## src/rtl/hdlcRxPkg.sv

```systemverilog
package hdlcRxPkg;

  // Value of the flag octet on the output bus.
  localparam logic [7:0] FLAG_OCTET = 8'h7E;

  // Strobes from control to datapath, all valid in the cycle of a bit.
  typedef struct packed {
    logic pushBit;    // bit is kept (not a stuffed zero)
    logic emitByte;   // this bit completes a payload octet
    logic emitFlag;   // this bit completes a flag
    logic frameGood;  // the flag closes a frame with a correct FCS
    logic emitAbort;  // seventh consecutive one while in frame
  } rxCtl_t;

endpackage

```

## src/rtl/hdlcRxCtrl.sv

```systemverilog
module hdlcRxCtrl
  import hdlcRxPkg::*;
#(
  parameter int FLAG_RUN   = 6,
  parameter int MIN_OCTETS = 2,
  parameter int OCTET_W    = 8
) (
  input  logic   clk,
  input  logic   rstN,
  input  logic   bitIn,
  input  logic   bitValid,
  input  logic   crcOk,
  output rxCtl_t ctl
);

  localparam int STUFF_RUN = FLAG_RUN - 1;
  localparam int ONES_SAT  = FLAG_RUN + 1;
  localparam int ONES_W    = $clog2(ONES_SAT + 1);
  localparam int POS_W     = $clog2(OCTET_W);
  localparam int CNT_W     = $clog2(MIN_OCTETS + 1);

  logic [ONES_W-1:0] onesRun;
  logic              hunting;
  logic [POS_W-1:0]  bitPos;
  logic [CNT_W-1:0]  octetCnt;

  logic sawFlag, sawStuff, sawAbort, lastPos, enough;

  always_comb begin
    sawFlag  = bitValid & ~bitIn & (onesRun == ONES_W'(FLAG_RUN));
    sawStuff = bitValid & ~bitIn & (onesRun == ONES_W'(STUFF_RUN));
    sawAbort = bitValid & bitIn & (onesRun == ONES_W'(FLAG_RUN)) & ~hunting;
    lastPos  = (bitPos == POS_W'(OCTET_W - 1));
    enough   = (octetCnt >= CNT_W'(MIN_OCTETS));

    ctl.pushBit   = bitValid & ~sawStuff;
    ctl.emitFlag  = sawFlag;
    ctl.emitAbort = sawAbort;
    ctl.frameGood = sawFlag & ~hunting & lastPos & enough & crcOk;
    ctl.emitByte  = bitValid & ~sawStuff & ~hunting & ~sawFlag & ~sawAbort & lastPos;
  end

  // Run length of consecutive ones, saturating above the abort length.
  always_ff @(posedge clk) begin
    if (!rstN) begin
      onesRun <= '0;
    end else if (bitValid) begin
      if (!bitIn)                              onesRun <= '0;
      else if (onesRun != ONES_W'(ONES_SAT))   onesRun <= onesRun + 1'b1;
    end
  end

  // Hunt / in-frame state and octet alignment.
  always_ff @(posedge clk) begin
    if (!rstN) begin
      hunting  <= 1'b1;
      bitPos   <= '0;
      octetCnt <= '0;
    end else begin
      if (sawAbort)     hunting <= 1'b1;
      else if (sawFlag) hunting <= 1'b0;

      if (sawFlag) begin
        bitPos <= '0;
      end else if (ctl.pushBit && !hunting) begin
        bitPos <= lastPos ? '0 : bitPos + 1'b1;
      end

      if (sawFlag)                        octetCnt <= '0;
      else if (ctl.emitByte && !enough)   octetCnt <= octetCnt + 1'b1;
    end
  end

endmodule

```

## src/rtl/hdlcRxPath.sv

```systemverilog
module hdlcRxPath
  import hdlcRxPkg::*;
#(
  parameter int               OCTET_W     = 8,
  parameter int               CRC_W       = 16,
  parameter logic [CRC_W-1:0] CRC_POLY    = 16'h8408,
  parameter logic [CRC_W-1:0] CRC_INIT    = 16'hFFFF,
  parameter logic [CRC_W-1:0] CRC_RESIDUE = 16'hF0B8
) (
  input  logic               clk,
  input  logic               rstN,
  input  logic               bitIn,
  input  rxCtl_t             ctl,
  output logic               crcOk,
  output logic [OCTET_W-1:0] dataOut,
  output logic               byteStrobe,
  output logic               idleFlag,
  output logic               fcsGood
);

  logic [OCTET_W-1:0] shiftWin;
  logic [OCTET_W-1:0] nextWin;
  logic [CRC_W-1:0]   crcReg;
  logic [CRC_W-1:0]   crcChain [OCTET_W+1];

  // First-received bit ends up in bit 0 once an octet is complete.
  assign nextWin = {bitIn, shiftWin[OCTET_W-1:1]};

  // Reflected CRC, one stage per bit of the completed octet.
  assign crcChain[0] = crcReg;
  for (genvar g = 0; g < OCTET_W; g++) begin : gCrcStage
    assign crcChain[g+1] = (crcChain[g] >> 1) ^
                           ((crcChain[g][0] ^ nextWin[g]) ? CRC_POLY : '0);
  end

  assign crcOk = (crcReg == CRC_RESIDUE);

  always_ff @(posedge clk) begin
    if (!rstN) begin
      shiftWin <= '0;
      crcReg   <= CRC_INIT;
    end else begin
      if (ctl.pushBit) shiftWin <= nextWin;
      if (ctl.emitFlag)      crcReg <= CRC_INIT;
      else if (ctl.emitByte) crcReg <= crcChain[OCTET_W];
    end
  end

  always_ff @(posedge clk) begin
    if (!rstN) begin
      dataOut    <= '0;
      byteStrobe <= 1'b0;
      idleFlag   <= 1'b0;
      fcsGood    <= 1'b0;
    end else begin
      byteStrobe <= ctl.emitByte | ctl.emitFlag;
      idleFlag   <= ctl.emitFlag;
      fcsGood    <= ctl.frameGood | ctl.emitAbort;
      if (ctl.emitByte || ctl.emitFlag) dataOut <= nextWin;
    end
  end

endmodule

```

## src/rtl/hdlcRxDeframer.sv

```systemverilog
module hdlcRxDeframer
  import hdlcRxPkg::*;
#(
  parameter int OCTET_W    = 8,
  parameter int FLAG_RUN   = 6,
  parameter int MIN_OCTETS = 2,
  parameter int CRC_W      = 16,
  parameter logic [CRC_W-1:0] CRC_POLY    = 16'h8408,
  parameter logic [CRC_W-1:0] CRC_INIT    = 16'hFFFF,
  parameter logic [CRC_W-1:0] CRC_RESIDUE = 16'hF0B8
) (
  input  logic               clk,
  input  logic               rstN,
  input  logic               bitIn,
  input  logic               bitValid,
  output logic [OCTET_W-1:0] dataOut,
  output logic               byteStrobe,
  output logic               idleFlag,
  output logic               fcsGood
);

  rxCtl_t ctl;
  logic   crcOk;

  hdlcRxCtrl #(
    .FLAG_RUN  (FLAG_RUN),
    .MIN_OCTETS(MIN_OCTETS),
    .OCTET_W   (OCTET_W)
  ) u_ctrl (
    .clk     (clk),
    .rstN    (rstN),
    .bitIn   (bitIn),
    .bitValid(bitValid),
    .crcOk   (crcOk),
    .ctl     (ctl)
  );

  hdlcRxPath #(
    .OCTET_W    (OCTET_W),
    .CRC_W      (CRC_W),
    .CRC_POLY   (CRC_POLY),
    .CRC_INIT   (CRC_INIT),
    .CRC_RESIDUE(CRC_RESIDUE)
  ) u_path (
    .clk       (clk),
    .rstN      (rstN),
    .bitIn     (bitIn),
    .ctl       (ctl),
    .crcOk     (crcOk),
    .dataOut   (dataOut),
    .byteStrobe(byteStrobe),
    .idleFlag  (idleFlag),
    .fcsGood   (fcsGood)
  );

endmodule

```

## config.mk

```make
export PLATFORM = sky130hd
export DESIGN_NAME = hdlcRxDeframer
export DESIGN_NICKNAME = d
export VERILOG_FILES = /design/src/rtl/hdlcRxPkg.sv /design/src/rtl/hdlcRxCtrl.sv /design/src/rtl/hdlcRxPath.sv /design/src/rtl/hdlcRxDeframer.sv
export SDC_FILE = /design/constraint.sdc
export NUM_CORES = 1
export LEC_CHECK = 0
export ABC_AREA = 1
export BUFFER_PORTS_ARGS = -buffer_cell sky130_fd_sc_hd__buf_4
export CORE_ASPECT_RATIO = 0.9
export CORE_MARGIN = 2
export CORE_UTILIZATION = 29
export CTS_CLUSTER_SIZE = 16
export DETAILED_ROUTE_END_ITERATION = 7
export GPL_TIMING_DRIVEN = 0
export PLACE_DENSITY_LB_ADDON = 0.2
export SLEW_MARGIN = 20
export SYNTH_ARGS = -nofsm -noshare
export SYNTH_HDL_FRONTEND = slang
export SYNTH_SLANG_ARGS = --single-unit
```

## constraint.sdc

```tcl
create_clock -name clk -period 1.85 [get_ports clk]
set_input_delay 0.2775 -clock clk [delete_from_list [all_inputs] [get_ports clk]]
set_output_delay 0.2775 -clock clk [all_outputs]
set_load 0.005 [all_outputs]
```

==> results.toml <==
[drt]
drt_wl_total_um = 4790
vias = 1817
drc = 0
drt-pass1-iter-count = 4
wire_per_inst_um = 11.8
drtAntennaViolNets = 0
first_iter_violations = 50
avgViaCountPerCell = 4.48

[synth]
yosys_warnings = 0
yosysTopAreaCellShare_pct = 40.9
syn-mean-instance-area_sq_um = 7.23
synthMostInstantiatedCell = "nand2_1"
synth-seq-area-share_pct = 40.9
synthDistinctLibCells = 27
synth-compound-area-share_pct = 10.7
synthXorXnorAreaFrac_pct = 5.41
synth_edf_count = 0
synthMuxAreaShare_pct = 0
synth_top_area_cell = "dfxtp_1"
synth_top_family_by_area = "simple AND/OR/NAND/NOR gates"
synthAdderAreaFrac_pct = 4.16
synth-seq-cells = 43
syn_inst = 291
yosys.area_share.simple_pct = 28.4
yosys-top-cells-area = "dfxtp_1 41%, nand2_1 12%, nand3_1 8.8%"
async_reset_ff_share_pct = 0
syn_area_sq_um = 2100
ys.flop_type = "dfxtp_1"
synth_nets = 302
yosys-top-cells-count = "69 x nand2_1, 43 x dfxtp_1, 38 x inv_1, 37 x nand3_1, 30 x a21oi_1"

[pwr]
p_total_mw = 1.83
clkPwrFrac_pct = 41.9
p_switching_mw = 0.419
power.internal_mw = 1.41
power_frac_comb_pct = 6.1
swShare_pct = 22.9
p_per_area_nw_per_um2 = 748
ir_drop_uv = 421
leakage_nw = 1.13
p_seq_share_pct = 52.0

[sta]
clock_skew_ns = 0.00928
slew_headroom_pct = 64.7
rsz0062_at_grt = "no"
finalHoldViolCount = 0
worst_pin_slew_ns = 0.530
finalCritPeriodShare_pct = 92.6
hold_ws_ns = 0.211
finalSetupViolCount = 0
slew_violations = 0
layout_min_cycle_time_ns = 1.71
max_freq_mhz = 584
tns_ns = 0

[global_route]
grt_pass1_vias = 1748
grt_pass1_wl_um = 8510
grt_usage_pct = 13.4
grt_max_degree = 14
antenna_found_initial = 0
gr-total-overflow = 0

[clock_network]
clkLatencyLatePin_ns = 0.29
clock-root-buffer = "clkbuf_8"
clk_pin_slew_ns = 0.08
numCtsBuffers = 5
ctsLongestPathBuffers = 2
cts.sink_count = 43
cts_tree = "built"
htreeDepth = 2

[placement]
finalWeightedCongestion = 0.779
dp.cells = 397
io_buffers = 13
dp_hpwl_um = 3550

[setup_path]
crit_required_ns = 2.03
endpoint_kind = "register"
crit_path_max_fanout = 10
crit_arrival_ns = 1.90
crit_type = "reg -> reg"
start_kind = "register"

[die]
core_area_sq_um = 7040
die_area_sq_um = 7960
die_h_um = 84.8
ioPinCount = 15
die_w_um = 93.8
num_rows = 29
initial_core_util_pct = 29.9

[min_path]
hold_class = "in -> reg"

[layout]
insertedDiodeCount = 0
layoutNonFillerInstCount = 406
area_growth_pct = 16.3
drive_above_1_share_pct = 12.1
nNetsFinal = 323

[run]
maxCapViolCount = 0

[outcome]
status = "finished, final reports clean"
## kinds of logic after synthesis
| group | Yosys count |
|---|---|
| xor+xnor | 13 |
| simple gates | 135 |
| buf+inv | 50 |
| flops | 43 |
| compound gates | 43 |
| fa+ha+maj | 7 |
## power by group through the flow
stage                     clock (mW)  combinational (mW)  sequential, mW
after global routing           0.835               0.132           0.954
after floorplan                    0              0.0845           0.969
final                          0.767               0.112           0.952
after CTS                      0.790               0.113           0.952
after detailed placement           0               0.112           0.973
after global placement             0               0.112           0.973
## registers in the layout (all words and copies together), names as in the netlist
signal,flops
u_path.dataOut,8
u_path.fcsGood,1
u_ctrl.octetCnt,2
u_path.crcReg,16
u_ctrl.bitPos,3
u_path.idleFlag,1
u_path.byteStrobe,1
u_ctrl.hunting,1
u_ctrl.onesRun,3
u_path.shiftWin,7
## final timing paths
path / slack (ns) / to / startpoint / depth (start not counted)
setup / recovery: 0.14 / u_path.crcReg[3]$_SDFFE_PP1P_ / u_ctrl.onesRun[0]$_SDFFE_PN0P_ / 11
setup reg to reg: 0.14 / u_path.crcReg[3]$_SDFFE_PP1P_ / u_ctrl.onesRun[0]$_SDFFE_PN0P_ / 11
hold reg to reg: 0.47 / u_ctrl.bitPos[1]$_SDFFE_PP0P_ / u_ctrl.bitPos[1]$_SDFFE_PP0P_ / 2
hold / removal: 0.21 / u_ctrl.onesRun[0]$_SDFFE_PN0P_ / bitValid / 2
## final cells by class
class / instances / area (sq um)
Fill cell: 786 / 4590
Multi-Input combinational cell: 198 / 1020
Clock buffer: 6 / 82.6
Inverter: 40 / 153
Timing Repair Buffer: 14 / 105
Sequential cell: 43 / 862
Buffer: 10 / 68.8
Clock inverter: 2 / 35.0
Tap cell: 93 / 116
## repair_timing
action	CTS	global route
resized for setup	0	2
endpoints found under the setup margin	0	4
buffers inserted	0	1
hold buffers	0	0
## critical path: stages, from the launching register on
cell and delay [ns]:
dfxtp_2 0.37, inv_1 0.05, ha_1 0.20, nand2_1 0.07
inv_1 0.04, nand2_2 0.07, nand2_1 0.08, nor2_4 0.16
nand2_4 0.13, buf_2 0.22, a21oi_1 0.14, nand2_1 0.07
## per-stage QoR
step	util, %	instance area (sq um)	worst slack [ns]
detailed placement	32.9	2320	0.105
global route	34.8	2450	0.0125
floorplan	-	2100	0.325
finish	34.8	2450	0.137
global placement	32.9	2320	0.118
CTS	34.6	2440	0.0626
## layer usage
metal  GRT usage, %  part of all wire (%)  up-vias
li1               -                     -      970
met1           20.7                    55      820
met2           18.9                    42       23
met3           3.02                   3.2        4
met4           2.64                  0.46        0
met5              0                     0        -
## placed cells by master (no fill, tap or decap), drive strengths merged
cell type  Yosys  final
nand2         71     71
dfxtp         43     43
inv           39     39
nand3         37     37
a21oi         30     30
buf            8     22
nor2          20     20
xnor2         11     11
o21ai         11     11
clkbuf         2      8
ha             7      7
nand4          5      5
xor2           2      2
clkinv         1      2
o211a          1      1
nor3           1      1
a31oi          1      1
nand3b         1      1
bufinv         0      1
Note: power is estimated with default switching activity, not from simulation.
